$ cat config.mk
export PLATFORM = sky130hd
export DESIGN_NAME = tcpu_core
export DESIGN_NICKNAME = d
export VERILOG_FILES = /design/src/rtl/tcpu_pkg.sv /design/src/rtl/tcpu_decode.sv /design/src/rtl/tcpu_regfile.sv /design/src/rtl/tcpu_alu.sv /design/src/rtl/tcpu_ctrl.sv /design/src/rtl/tcpu_core.sv
export SDC_FILE = /design/constraint.sdc
export NUM_CORES = 2
export LEC_CHECK = 0
export BUFFER_PORTS_ARGS = -buffer_cell sky130_fd_sc_hd__buf_2
export CAP_MARGIN = 40
export CORE_MARGIN = 5
export CORE_UTILIZATION = 25
export CTS_CLUSTER_DIAMETER = 200
export CTS_CLUSTER_SIZE = 40
export DETAILED_ROUTE_END_ITERATION = 6
export GPL_TIMING_DRIVEN = 0
export PLACE_DENSITY_LB_ADDON = 0.3
export SETUP_SLACK_MARGIN = 0.4
export SYNTH_ARGS = -nofsm -noshare
export SYNTH_HDL_FRONTEND = slang
export SYNTH_SLANG_ARGS = --single-unit
$ cat constraint.sdc
create_clock -name clk_i -period 7.7 [get_ports clk_i]
set_input_delay 0 -clock clk_i [delete_from_list [all_inputs] [get_ports clk_i]]
set_output_delay 0 -clock clk_i [all_outputs]
set_load 0.02 [all_outputs]
$ cat src/rtl/tcpu_pkg.sv
package tcpu_pkg;
  localparam int unsigned XLEN = 32;

  localparam logic [5:0] OP_SPECIAL = 6'h00;
  localparam logic [5:0] OP_REGIMM  = 6'h01;
  localparam logic [5:0] OP_J       = 6'h02;
  localparam logic [5:0] OP_BEQ     = 6'h04;
  localparam logic [5:0] OP_LW      = 6'h23;
  localparam logic [5:0] OP_SW      = 6'h2B;
  localparam logic [5:0] FN_JR      = 6'h08;
  localparam logic [5:0] FN_ADDU    = 6'h21;
  localparam logic [5:0] FN_SUBU    = 6'h23;

  typedef enum logic [1:0] {ST_FETCH, ST_EXEC, ST_MEM, ST_WB} state_e;
  typedef enum logic [1:0] {NPC_INC, NPC_BRANCH, NPC_BUS} npc_e;
  typedef enum logic [0:0] {ADR_PC, ADR_SUM} adr_e;
  typedef enum logic [2:0] {DB_MEM, DB_SUM, DB_RB, DB_RA, DB_JTGT, DB_MDR} dbus_e;
  typedef enum logic [3:0] {
    IC_ADDU, IC_SUBU, IC_LW, IC_SW, IC_J, IC_JR, IC_BEQ, IC_BLTZ, IC_NOP
  } iclass_e;

  typedef struct packed {
    logic  ir_ld;
    logic  pc_ld;
    npc_e  npc_sel;
    logic  rf_we;
    logic  dst_rd;
    logic  b_imm;
    logic  alu_sub;
    adr_e  adr_sel;
    dbus_e db_sel;
    logic  mem_we;
    logic  mdr_ld;
  } ctrl_t;
endpackage

$ cat src/rtl/tcpu_decode.sv
module tcpu_decode
  import tcpu_pkg::*;
(
  input  logic [5:0] op_i,
  input  logic [5:0] funct_i,
  input  logic [4:0] rt_i,
  output iclass_e    cls_o
);
  always_comb begin
    cls_o = IC_NOP;
    case (op_i)
      OP_SPECIAL: begin
        case (funct_i)
          FN_ADDU: cls_o = IC_ADDU;
          FN_SUBU: cls_o = IC_SUBU;
          FN_JR:   cls_o = IC_JR;
          default: cls_o = IC_NOP;
        endcase
      end
      OP_REGIMM: cls_o = (rt_i == 5'd0) ? IC_BLTZ : IC_NOP;
      OP_J:      cls_o = IC_J;
      OP_BEQ:    cls_o = IC_BEQ;
      OP_LW:     cls_o = IC_LW;
      OP_SW:     cls_o = IC_SW;
      default:   cls_o = IC_NOP;
    endcase
  end
endmodule

$ cat src/rtl/tcpu_regfile.sv
module tcpu_regfile #(
  parameter int unsigned NREGS = 32,
  parameter int unsigned W     = 32,
  localparam int unsigned AW   = $clog2(NREGS)
) (
  input  logic          clk_i,
  input  logic          rst_ni,
  input  logic [AW-1:0] ra_addr_i,
  input  logic [AW-1:0] rb_addr_i,
  output logic [W-1:0]  ra_o,
  output logic [W-1:0]  rb_o,
  input  logic          we_i,
  input  logic [AW-1:0] waddr_i,
  input  logic [W-1:0]  wdata_i
);
  logic [W-1:0] regs_q [NREGS];

  always_ff @(posedge clk_i or negedge rst_ni) begin
    if (!rst_ni) begin
      for (int i = 0; i < NREGS; i++) regs_q[i] <= '0;
    end else if (we_i && waddr_i != '0) begin
      regs_q[waddr_i] <= wdata_i;
    end
  end

  assign ra_o = (ra_addr_i == '0) ? '0 : regs_q[ra_addr_i];
  assign rb_o = (rb_addr_i == '0) ? '0 : regs_q[rb_addr_i];


  rf_zero_hold_chk: assert property (@(posedge clk_i) disable iff (!rst_ni)
    (we_i && waddr_i == '0) |=> (regs_q[0] == '0));


  rf_write_lands_chk: assert property (@(posedge clk_i) disable iff (!rst_ni)
    (we_i && waddr_i != '0) |=> (regs_q[$past(waddr_i)] == $past(wdata_i)));
endmodule

$ cat src/rtl/tcpu_alu.sv
module tcpu_alu #(
  parameter int unsigned W = 32
) (
  input  logic [W-1:0] a_i,
  input  logic [W-1:0] b_i,
  input  logic [W-1:0] cmp_i,
  input  logic         sub_i,
  output logic [W-1:0] sum_o,
  output logic         eq_o,
  output logic         neg_o
);
  assign sum_o = sub_i ? (a_i - b_i) : (a_i + b_i);
  assign eq_o  = (a_i == cmp_i);
  assign neg_o = a_i[W-1];
endmodule

$ cat src/rtl/tcpu_ctrl.sv
module tcpu_ctrl
  import tcpu_pkg::*;
(
  input  logic    clk_i,
  input  logic    rst_ni,
  input  iclass_e cls_i,
  input  logic    eq_i,
  input  logic    neg_i,
  output ctrl_t   ctl_o,
  output state_e  state_o
);
  state_e state_q, state_d;

  always_ff @(posedge clk_i or negedge rst_ni) begin
    if (!rst_ni) state_q <= ST_FETCH;
    else         state_q <= state_d;
  end

  always_comb begin
    ctl_o   = '0;
    state_d = state_q;
    case (state_q)
      ST_FETCH: begin
        ctl_o.adr_sel = ADR_PC;
        ctl_o.db_sel  = DB_MEM;
        ctl_o.ir_ld   = 1'b1;
        state_d       = ST_EXEC;
      end
      ST_EXEC: begin
        state_d       = ST_FETCH;
        ctl_o.pc_ld   = 1'b1;
        ctl_o.npc_sel = NPC_INC;
        case (cls_i)
          IC_ADDU, IC_SUBU: begin
            ctl_o.alu_sub = (cls_i == IC_SUBU);
            ctl_o.db_sel  = DB_SUM;
            ctl_o.rf_we   = 1'b1;
            ctl_o.dst_rd  = 1'b1;
          end
          IC_J: begin
            ctl_o.db_sel  = DB_JTGT;
            ctl_o.npc_sel = NPC_BUS;
          end
          IC_JR: begin
            ctl_o.db_sel  = DB_RA;
            ctl_o.npc_sel = NPC_BUS;
          end
          IC_BEQ:  ctl_o.npc_sel = eq_i  ? NPC_BRANCH : NPC_INC;
          IC_BLTZ: ctl_o.npc_sel = neg_i ? NPC_BRANCH : NPC_INC;
          IC_LW, IC_SW: begin
            ctl_o.pc_ld = 1'b0;
            ctl_o.b_imm = 1'b1;
            state_d     = ST_MEM;
          end
          default: ;
        endcase
      end
      ST_MEM: begin
        ctl_o.b_imm   = 1'b1;
        ctl_o.adr_sel = ADR_SUM;
        if (cls_i == IC_SW) begin
          ctl_o.db_sel  = DB_RB;
          ctl_o.mem_we  = 1'b1;
          ctl_o.pc_ld   = 1'b1;
          ctl_o.npc_sel = NPC_INC;
          state_d       = ST_FETCH;
        end else begin
          ctl_o.db_sel = DB_MEM;
          ctl_o.mdr_ld = 1'b1;
          state_d      = ST_WB;
        end
      end
      ST_WB: begin
        ctl_o.db_sel  = DB_MDR;
        ctl_o.rf_we   = 1'b1;
        ctl_o.pc_ld   = 1'b1;
        ctl_o.npc_sel = NPC_INC;
        state_d       = ST_FETCH;
      end
      default: state_d = ST_FETCH;
    endcase
  end

  assign state_o = state_q;


  fetch_then_exec_chk: assert property (@(posedge clk_i) disable iff (!rst_ni)
    (state_q == ST_FETCH) |=> (state_q == ST_EXEC));


  wb_after_mem_chk: assert property (@(posedge clk_i) disable iff (!rst_ni)
    (state_q == ST_WB) |-> ($past(state_q) == ST_MEM));
endmodule

$ cat src/rtl/tcpu_core.sv
module tcpu_core
  import tcpu_pkg::*;
#(
  parameter logic [31:0] RESET_PC = 32'h0,
  parameter int unsigned NREGS    = 32
) (
  input  logic        clk_i,
  input  logic        rst_ni,
  output logic [31:0] mem_addr_o,
  output logic        mem_we_o,
  output logic [31:0] mem_wdata_o,
  input  logic [31:0] mem_rdata_i
);
  localparam int unsigned W  = XLEN;
  localparam int unsigned AW = $clog2(NREGS);

  logic [W-1:0] pc_q, ir_q, mdr_q;
  logic [W-1:0] ra, rb, sext, alu_b, sum, pc_inc, br_tgt, jmp_tgt, dbus, pc_d;
  logic         eq, neg;
  logic [AW-1:0] waddr;
  ctrl_t   ctl;
  state_e  state;
  iclass_e cls;

  tcpu_decode u_decode (
    .op_i    (ir_q[31:26]),
    .funct_i (ir_q[5:0]),
    .rt_i    (ir_q[20:16]),
    .cls_o   (cls)
  );

  tcpu_ctrl u_ctrl (
    .clk_i   (clk_i),
    .rst_ni  (rst_ni),
    .cls_i   (cls),
    .eq_i    (eq),
    .neg_i   (neg),
    .ctl_o   (ctl),
    .state_o (state)
  );

  assign waddr = ctl.dst_rd ? ir_q[15:11] : ir_q[20:16];

  tcpu_regfile #(.NREGS(NREGS), .W(W)) u_rf (
    .clk_i     (clk_i),
    .rst_ni    (rst_ni),
    .ra_addr_i (ir_q[25:21]),
    .rb_addr_i (ir_q[20:16]),
    .ra_o      (ra),
    .rb_o      (rb),
    .we_i      (ctl.rf_we),
    .waddr_i   (waddr),
    .wdata_i   (dbus)
  );

  assign sext  = {{(W-16){ir_q[15]}}, ir_q[15:0]};
  assign alu_b = ctl.b_imm ? sext : rb;

  tcpu_alu #(.W(W)) u_alu (
    .a_i   (ra),
    .b_i   (alu_b),
    .cmp_i (rb),
    .sub_i (ctl.alu_sub),
    .sum_o (sum),
    .eq_o  (eq),
    .neg_o (neg)
  );

  assign pc_inc  = pc_q + 32'd4;
  assign br_tgt  = pc_inc + {sext[W-3:0], 2'b00};
  assign jmp_tgt = {pc_q[31:28], ir_q[25:0], 2'b00};

  // shared data bus
  always_comb begin
    case (ctl.db_sel)
      DB_MEM:  dbus = mem_rdata_i;
      DB_SUM:  dbus = sum;
      DB_RB:   dbus = rb;
      DB_RA:   dbus = ra;
      DB_JTGT: dbus = jmp_tgt;
      DB_MDR:  dbus = mdr_q;
      default: dbus = '0;
    endcase
  end

  always_comb begin
    case (ctl.npc_sel)
      NPC_BRANCH: pc_d = br_tgt;
      NPC_BUS:    pc_d = dbus;
      default:    pc_d = pc_inc;
    endcase
  end

  always_ff @(posedge clk_i or negedge rst_ni) begin
    if (!rst_ni) begin
      pc_q  <= RESET_PC;
      ir_q  <= '0;
      mdr_q <= '0;
    end else begin
      if (ctl.pc_ld)  pc_q  <= pc_d;
      if (ctl.ir_ld)  ir_q  <= dbus;
      if (ctl.mdr_ld) mdr_q <= dbus;
    end
  end

  assign mem_addr_o  = (ctl.adr_sel == ADR_SUM) ? sum : pc_q;
  assign mem_we_o    = ctl.mem_we;
  assign mem_wdata_o = dbus;


  we_only_in_mem_chk: assert property (@(posedge clk_i) disable iff (!rst_ni)
    mem_we_o |-> (state == ST_MEM));


  pc_moves_into_fetch_chk: assert property (@(posedge clk_i) disable iff (!rst_ni)
    (pc_q != $past(pc_q)) |-> (state == ST_FETCH));


  ir_loads_after_fetch_chk: assert property (@(posedge clk_i) disable iff (!rst_ni)
    (ir_q != $past(ir_q)) |-> ($past(state) == ST_FETCH));


  reset_state_chk: assert property (@(posedge clk_i)
    !rst_ni |-> (pc_q == RESET_PC && state == ST_FETCH && !mem_we_o));
endmodule

### Word level (Yosys, flattened, before mapping)

Cells that the tools add are included.

* add/subtract/negate cells: 4
* order comparisons: 4
* eq/ne operators: 26
* multiplexer cells: 44
* bitwise gates (word level): 3
* reduce and logical (&&, ||, !) cells: 12

Operators by type and width (count)
* bitwise mux 1024 bit: 1
* binary-select mux 32 bit (select 5 bit): 2
* 2-to-1 mux 32 bit: 10
* one-hot mux 32 bit (6 select lines): 1
* demux 32 bit (select 5 bit): 1
* adder 32 bit: 2
* one-hot mux 32 bit (2 select lines): 1
* adder 32 x 3 -> 32 bit (second input constant): 1
* == test 32 bit: 1
* subtractor 32 bit: 1
* == test 6 bit (second input constant): 4
* one-hot mux 4 bit (6 select lines): 1
* greater-or-equal comparator 6 bit (second input constant): 3
* inverter 5 -> 6 bit: 3
* one-hot mux 3 bit (3 select lines): 2
* == test 4 x 3 -> 1 bit (second input constant): 4
* one-hot mux 3 bit (4 select lines): 1
* one-hot mux 4 bit (3 select lines): 1
* 2-to-1 mux 1 bit: 11
* logical NOT 5 bit: 2
* 2-to-1 mux 2 bit: 5
* == test 4 x 2 -> 1 bit (second input constant): 2
* one-hot mux 2 bit (4 select lines): 1
* == test 2 bit (second input constant): 3
* other kinds (22): 29

* flip-flop bits (word level): 1122
* input bits: 34
* output and inout port bits: 65
* word-level logic and storage cells: 129

### Longest topological paths before layout

* depth in word-level cells: 14
* gate-level depth with buffers: 31
* depth with buffers taken out: 27

### Hierarchy

A second synthesis with hierarchy kept.

* cell total of the unflattened synthesis: 5160
* area total of the unflattened synthesis: 66508.8 µm²

Modules (own cells, without submodules)
* tcpu_regfile: instances 1, cells an instance 3621, area each 54369.6 µm², sequential area each 25624.6 µm²
* tcpu_core: instances 1, cells an instance 1091, area each 8876.0 µm², sequential area each 2402.3 µm²
* tcpu_alu: instances 1, cells an instance 382, area each 2721.4 µm², sequential area each 0.0 µm²
* tcpu_ctrl: instances 1, cells an instance 38, area each 331.6 µm², sequential area each 50.0 µm²
* tcpu_decode: instances 1, cells an instance 28, area each 210.2 µm², sequential area each 0.0 µm²

### Worst setup path after synthesis

OpenSTA, ideal clock, no wires.

* path kind: flip-flop to flip-flop
* start: register u_ctrl.state_q[1], in the netlist u_ctrl.state_o[1]
* end: register ir_q[31]
* library setup time: 0.133 ns
* arrival: 6.638 ns
* required time: 7.567 ns
* setup slack: 0.928 ns
* stages on the path, launching flop included: 31
* path buffers: 5
* clock period less this slack: 6.772 ns
* cells stage by stage: dfrtp_1 > inv_1 > ha_1 > nor3b_1 > o21a_1 > clkbuf_1 > clkbuf_1 > clkbuf_1 > o21ai_0 > inv_1 > ha_1 > inv_1 > a2111oi_2 > and4_1 > buf_2 > inv_1 > o21ai_0 > xor2_1 > ha_1 > inv_1 > nor3_1 > nand4_1 > a211oi_1 > nor3b_1 > o31ai_1 > or4_2 > mux2i_1 > or4_4 > nor2_8 > buf_12 > a21oi_2

* longest elaborated chain between the ends: 6
* elaborated cells between the ends (all ways): 19
* those cells by class: add/sub: 2; eq/ne: 8; mux: 7; reduce/logical: 2

RTL lines
* start: declaration: line tcpu_ctrl.sv:12 `state_e state_q, state_d;`
* start signal: assignment: line tcpu_ctrl.sv:16 `else state_q <= state_d;`
* == test 2 bit or == test 2 x 1 -> 1 bit (tied branches): line tcpu_ctrl.sv:22 `case (state_q)`
* one-hot mux 1 bit (2 select lines): line tcpu_ctrl.sv:22
* 2-to-1 mux 32 bit: line tcpu_core.sv:57 `assign alu_b = ctl.b_imm ? sext : rb;`
* adder 32 bit or subtractor 32 bit (tied branches): line tcpu_alu.sv:12 `assign sum_o = sub_i ? (a_i - b_i) : (a_i + b_i);`
* 2-to-1 mux 32 bit: line tcpu_alu.sv:12
* one-hot mux 32 bit (6 select lines): line tcpu_core.sv:75 `case (ctl.db_sel)`
* end signal: assignment: line tcpu_core.sv:101 `if (ctl.ir_ld) ir_q <= dbus;`
* end: declaration: line tcpu_core.sv:17 `logic [W-1:0] pc_q, ir_q, mdr_q;`

Parallel ways exist; a longest one is shown, timed or not.
A chain may end at the register's enable or synchronous reset.

### Worst setup path after layout

* start: register ir_q[17]
* end: output mem_wdata_o[31]

* longest elaborated chain between the ends: 11
* elaborated cells between the ends (all ways): 34
* those cells by class: add/sub: 2; eq/ne: 10; mux: 16; bitwise: 1; reduce/logical: 5

RTL lines
* logical NOT 5 bit: line tcpu_decode.sv:20, tcpu_regfile.sv:27
* 2-to-1 mux 4 bit: line tcpu_decode.sv:20 `OP_REGIMM: cls_o = (rt_i == 5'd0) ? IC_BLTZ : IC_NOP;`
* one-hot mux 4 bit (6 select lines): line tcpu_decode.sv:11 `case (op_i)`
* == test 4 x 2 -> 1 bit, on equally long branches: line tcpu_ctrl.sv:33, tcpu_ctrl.sv:61
* OR reduction 2 bit: line tcpu_ctrl.sv:33 `case (cls_i)`
* 2-to-1 mux 1 bit: line tcpu_ctrl.sv:33
* one-hot mux 1 bit (2 select lines): line tcpu_ctrl.sv:22
* 2-to-1 mux 32 bit: line tcpu_core.sv:57
* adder 32 bit or subtractor 32 bit (tied branches): line tcpu_alu.sv:12
* 2-to-1 mux 32 bit: line tcpu_alu.sv:12
* one-hot mux 32 bit (6 select lines) (*): line tcpu_core.sv:75
* end: declaration: line tcpu_core.sv:11 `output logic [31:0] mem_wdata_o,`

Every way passes the cells marked *; elsewhere a longest branch is shown, timed or not. The select of a mux whose other input is x is not followed.

==> metrics.log <==
INFO  metric result_of_the_run = complete, no violations
INFO  metric yosysMostFrequentCell = sky130_fd_sc_hd__nand2_1
INFO  metric switching_share = 51.6%
INFO  metric avgRoutedWirePerCell = 36.8 um
INFO  metric place_hpwl = around 270,000 um
INFO  metric antenna_left = 0
INFO  metric total_power = 0.0378 W
INFO  metric clock_tree.htree_level_count = 2
INFO  metric synth_warnings = 0
INFO  metric post_synth_main_area_contributors = sky130_fd_sc_hd__dfrtp_1 44%, sky130_fd_sc_hd__mux4_2 18%, sky130_fd_sc_hd__o21ai_0 7.8%
INFO  metric seq_area_frac_synth = 43.8%
INFO  metric total_of_flip_flops_plus_latches_after_synthesis = between 1k and 1.5k
INFO  metric routed-via-count = 60.1k
INFO  metric cp_data_arrival_time = 7.53 ns
INFO  metric synthDominantCellAreaShare = 43.8%
INFO  metric yosys.area.top_type = sky130_fd_sc_hd__dfrtp_1
INFO  metric netlist-cell-type-count = ~110
INFO  metric synth_fp_nets = 6,168
INFO  metric path_class = reg -> out
INFO  metric pwr-share-clk = under 10%
INFO  metric p_sw = around 0.019 W
INFO  metric max_clock_freq = 133 MHz
INFO  metric place_congestion = 1.00
INFO  metric gr-total-overflow = 0
INFO  metric cts-buffers-inserted = 34
INFO  metric max_cap_viol_count = 0
INFO  metric floorplan.io_pins = 99
INFO  metric finish.instance_area = 0.0768 mm^2
INFO  metric timing.slew.headroom = 30.5%
INFO  metric report.final.slew_viol_count = 0
INFO  metric crit_path_start_kind = flip-flop
INFO  metric cellPowerDensity = 492 mW/mm^2
INFO  metric drt_first_pass_iters = 6
INFO  metric finish.net_count = 6,680
INFO  metric clock-sinks = 1,122
INFO  metric final_cell_count_no_fill = about 10k
INFO  metric place.port_buffers = 98
INFO  metric worst_clock_skew = 0.0637 ns
INFO  metric grt_antenna_before_repair = 29
INFO  metric cts-root-to-sink-buffers = 3
INFO  metric fraction_of_final_layout_cells_with_drive_strength_greater_than_1 = a little under a quarter
INFO  metric maximum_number_of_pins_on_one_net_before_global_route_repair = 164
INFO  metric clock_tree.root_cell = sky130_fd_sc_hd__clkbuf_16
INFO  metric timing.final.hold_violations = 0
INFO  metric synth_cell_area = ~0.064 mm^2
INFO  metric tritoncts_clock_tree = built
INFO  metric power.combinational.fraction = 66.5%
INFO  metric hold_path.class = in -> reg
INFO  metric timing.critical_path.to_type = primary output
INFO  metric seq_power_share = 25.7%
INFO  metric ys.flop_type = sky130_fd_sc_hd__dfrtp_1
INFO  metric floorplan.rows = 186
INFO  metric power.ir.vdd_worst = 283 uV
INFO  metric rsz_0062_raised_after_global_routing = yes
INFO  metric final-setup-viol-count = 0
INFO  metric first_global_vias = 55.9k
INFO  metric synth-edff-count = 0
INFO  metric clk_latency = 0.77 ns
INFO  metric flow.area_growth_from_synthesis = 19.8%
INFO  metric layout.filler_cells = 26.5k
INFO  metric placedInstanceArea = 0.0715 mm^2
INFO  metric postSynth.asyncResetShare = 100%
INFO  metric peak_fanout_along_the_critical_path = 12
INFO  metric internal-power = 0.0183 W
INFO  metric grt_pass1_wl = just under 500,000 um
INFO  metric core-area = 0.256 mm^2
INFO  metric path_clk_slew = ~0.19 ns
INFO  metric global_route.usage.total = 26.6%
INFO  metric fp.dieArea = 0.267 mm^2
INFO  metric die_width = 516 um
INFO  metric drt_iter0_drc = ~9.8k
INFO  metric p_leak = 31.2 nW
INFO  metric tightestPinTransition = 1.04 ns
INFO  metric place.detailed.instances = approximately 9.7k
INFO  metric synthCells = 6,061
INFO  metric initial_core_util = 25.1%
INFO  metric post_drt_via_cell_ratio = between 6 and 7
INFO  metric die_height = 516 um
INFO  metric totalWireLength = roughly 370,000 um
INFO  metric drc = 0
INFO  metric syn_avg_cell_area = 10.6 um^2
INFO  metric worst-endpoint-required = between 7 and 8 ns
INFO  metric finalWorstPathRequiredPeriod = 7.53 ns
INFO  metric synth_common_cells = 1,123 x sky130_fd_sc_hd__nand2_1, 1,122 x sky130_fd_sc_hd__dfrtp_1, 996 x sky130_fd_sc_hd__o21ai_0
INFO  metric post-route-period-util = just under 100%
placed cells by master, fill, tap and decap left out, types with 72 or more instances in the layout:
cell type	instances
sky130_fd_sc_hd__a21oi_1	237
sky130_fd_sc_hd__o21ai_0	980
sky130_fd_sc_hd__mux4_2	509
sky130_fd_sc_hd__buf_2	110
sky130_fd_sc_hd__buf_8	72
sky130_fd_sc_hd__clkbuf_1	343
sky130_fd_sc_hd__nand2_1	1113
sky130_fd_sc_hd__buf_6	116
sky130_fd_sc_hd__xnor2_1	83
sky130_fd_sc_hd__nor2_1	262
sky130_fd_sc_hd__buf_4	206
sky130_fd_sc_hd__mux2i_1	115
sky130_fd_sc_hd__dfrtp_1	1117
worst max-delay path: stages, from the launching register on:
cell and delay [ns]:
sky130_fd_sc_hd__dfrtp_2 0.52, sky130_fd_sc_hd__buf_12 0.21, sky130_fd_sc_hd__buf_16 0.16, sky130_fd_sc_hd__clkbuf_16 0.20, sky130_fd_sc_hd__buf_12 0.24, sky130_fd_sc_hd__mux4_2 0.60, sky130_fd_sc_hd__o2bb2ai_2 0.26, sky130_fd_sc_hd__nor3_4 0.12
sky130_fd_sc_hd__a221oi_4 0.61, sky130_fd_sc_hd__nand4_4 0.24, sky130_fd_sc_hd__o21ai_4 0.22, sky130_fd_sc_hd__nand4_1 0.13, sky130_fd_sc_hd__a211oi_1 0.41, sky130_fd_sc_hd__ha_1 0.35, sky130_fd_sc_hd__a21o_1 0.22, sky130_fd_sc_hd__a2111oi_4 0.34
sky130_fd_sc_hd__nor3b_4 0.28, sky130_fd_sc_hd__o31ai_2 0.10, sky130_fd_sc_hd__buf_4 0.17, sky130_fd_sc_hd__buf_6 0.12, sky130_fd_sc_hd__nand4_1 0.11, sky130_fd_sc_hd__a21boi_1 0.08, sky130_fd_sc_hd__or4_4 0.60, sky130_fd_sc_hd__nor2_8 0.13
sky130_fd_sc_hd__buf_12 0.11, sky130_fd_sc_hd__inv_2 0.03, sky130_fd_sc_hd__buf_6 0.11
per-stage QoR:
step / hold slack [ns] / TNS, ns / setup WS (ns) / util, %
after floorplan: -0.296 / 0 / 0.928 / -
after global placement: 0.454 / - / -19.34 / 26.9
after detailed placement: -0.0250 / -945.26 / -2.08 / 27.9
after CTS: 0.113 / 0 / 0.278 / 29.5
after global routing: 0.102 / 0 / 0.182 / 30.0
final: 0.0401 / 0 / 0.169 / 30.0
registers in the layout (all words and copies together) (netlist names):
register	count
u_rf.regs_q	1024
mdr_q	32
ir_q	32
u_ctrl.state_o	2
pc_q	32
power by group through the flow:
| stage | Sequential, W | Combinational, W | Clock, W |
|---|---|---|---|
| final | 0.00971 | 0.0252 | 0.00294 |
| after global routing | 0.00988 | 0.0256 | 0.00310 |
| after CTS | 0.00958 | 0.0231 | 0.00292 |
| after detailed placement | 0.00969 | 0.0212 | 0 |
| after global placement | 0.00961 | 0.0204 | 0 |
| after floorplan | 0.00903 | 0.0122 | 0 |
path summary, 6_finish.rpt:
kind	from	slack, ns	endpoint	cells after the start
max	ir_q[17]$_DFFE_PN0N_	0.17	mem_wdata_o[31]	26
min	mem_rdata_i[28]	0.04	mdr_q[28]$_DFFE_PN0P_	5
max reg2reg	ir_q[22]$_DFFE_PN0N_	0.47	pc_q[9]$_DFFE_PN0P_	23
min reg2reg	mdr_q[5]$_DFFE_PN0P_	0.50	mdr_q[5]$_DFFE_PN0P_	2
max in group asynchronous	rst_ni	4.99	u_rf.regs_q[227]$_DFFE_PN0P_	6
min in group asynchronous	rst_ni	0.41	u_rf.regs_q[599]$_DFFE_PN0P_	4
cell type report:
type	count	area, um^2	area share (%)
plain buffers	579	4210	5.47
inverters	72	290	0.378
repair buffers	477	4690	6.10
multi-input cells	4287	34400	44.7
flip-flops and latches	1122	28100	36.5
diodes	15	37.5	0.0488
clock buffers	35	876	1.14
clock inverters	4	71.3	0.0928
well taps	3384	4230	5.51
layer usage:
metal | share of wire, % | track usage, % | vias to the layer above | wire length (um)
met5 | 0.061 | 0.270 | - | 224
met4 | 8.1 | 16.6 | 12 | 29500
met3 | 14 | 10.4 | 1109 | 50300
met2 | 41 | 37.8 | 4947 | 151000
met1 | 37 | 33.6 | 31027 | 136000
li1 | - | - | 23017 | -
repair_timing:
action / CTS / global route
pin swaps: 39 / 57
hold buffers: 31 / 0
cloned: 0 / 1
setup buffers: 89 / 67
endpoints found under the hold margin: 345 / 0
setup endpoints to repair: 1010 / 175
resized for setup: 494 / 185
cells by family after synthesis:
logic type      after synthesis  synth area share (%)
simple gates               1686                  11.0
flops                      1122                  43.8
fa+ha+maj                    74                  1.46
compound gates             1656                  14.7
mux                         728                  22.3
xor+xnor                    143                  1.95
buf+inv                     652                  4.72
Power figures use the tool's default switching activity.
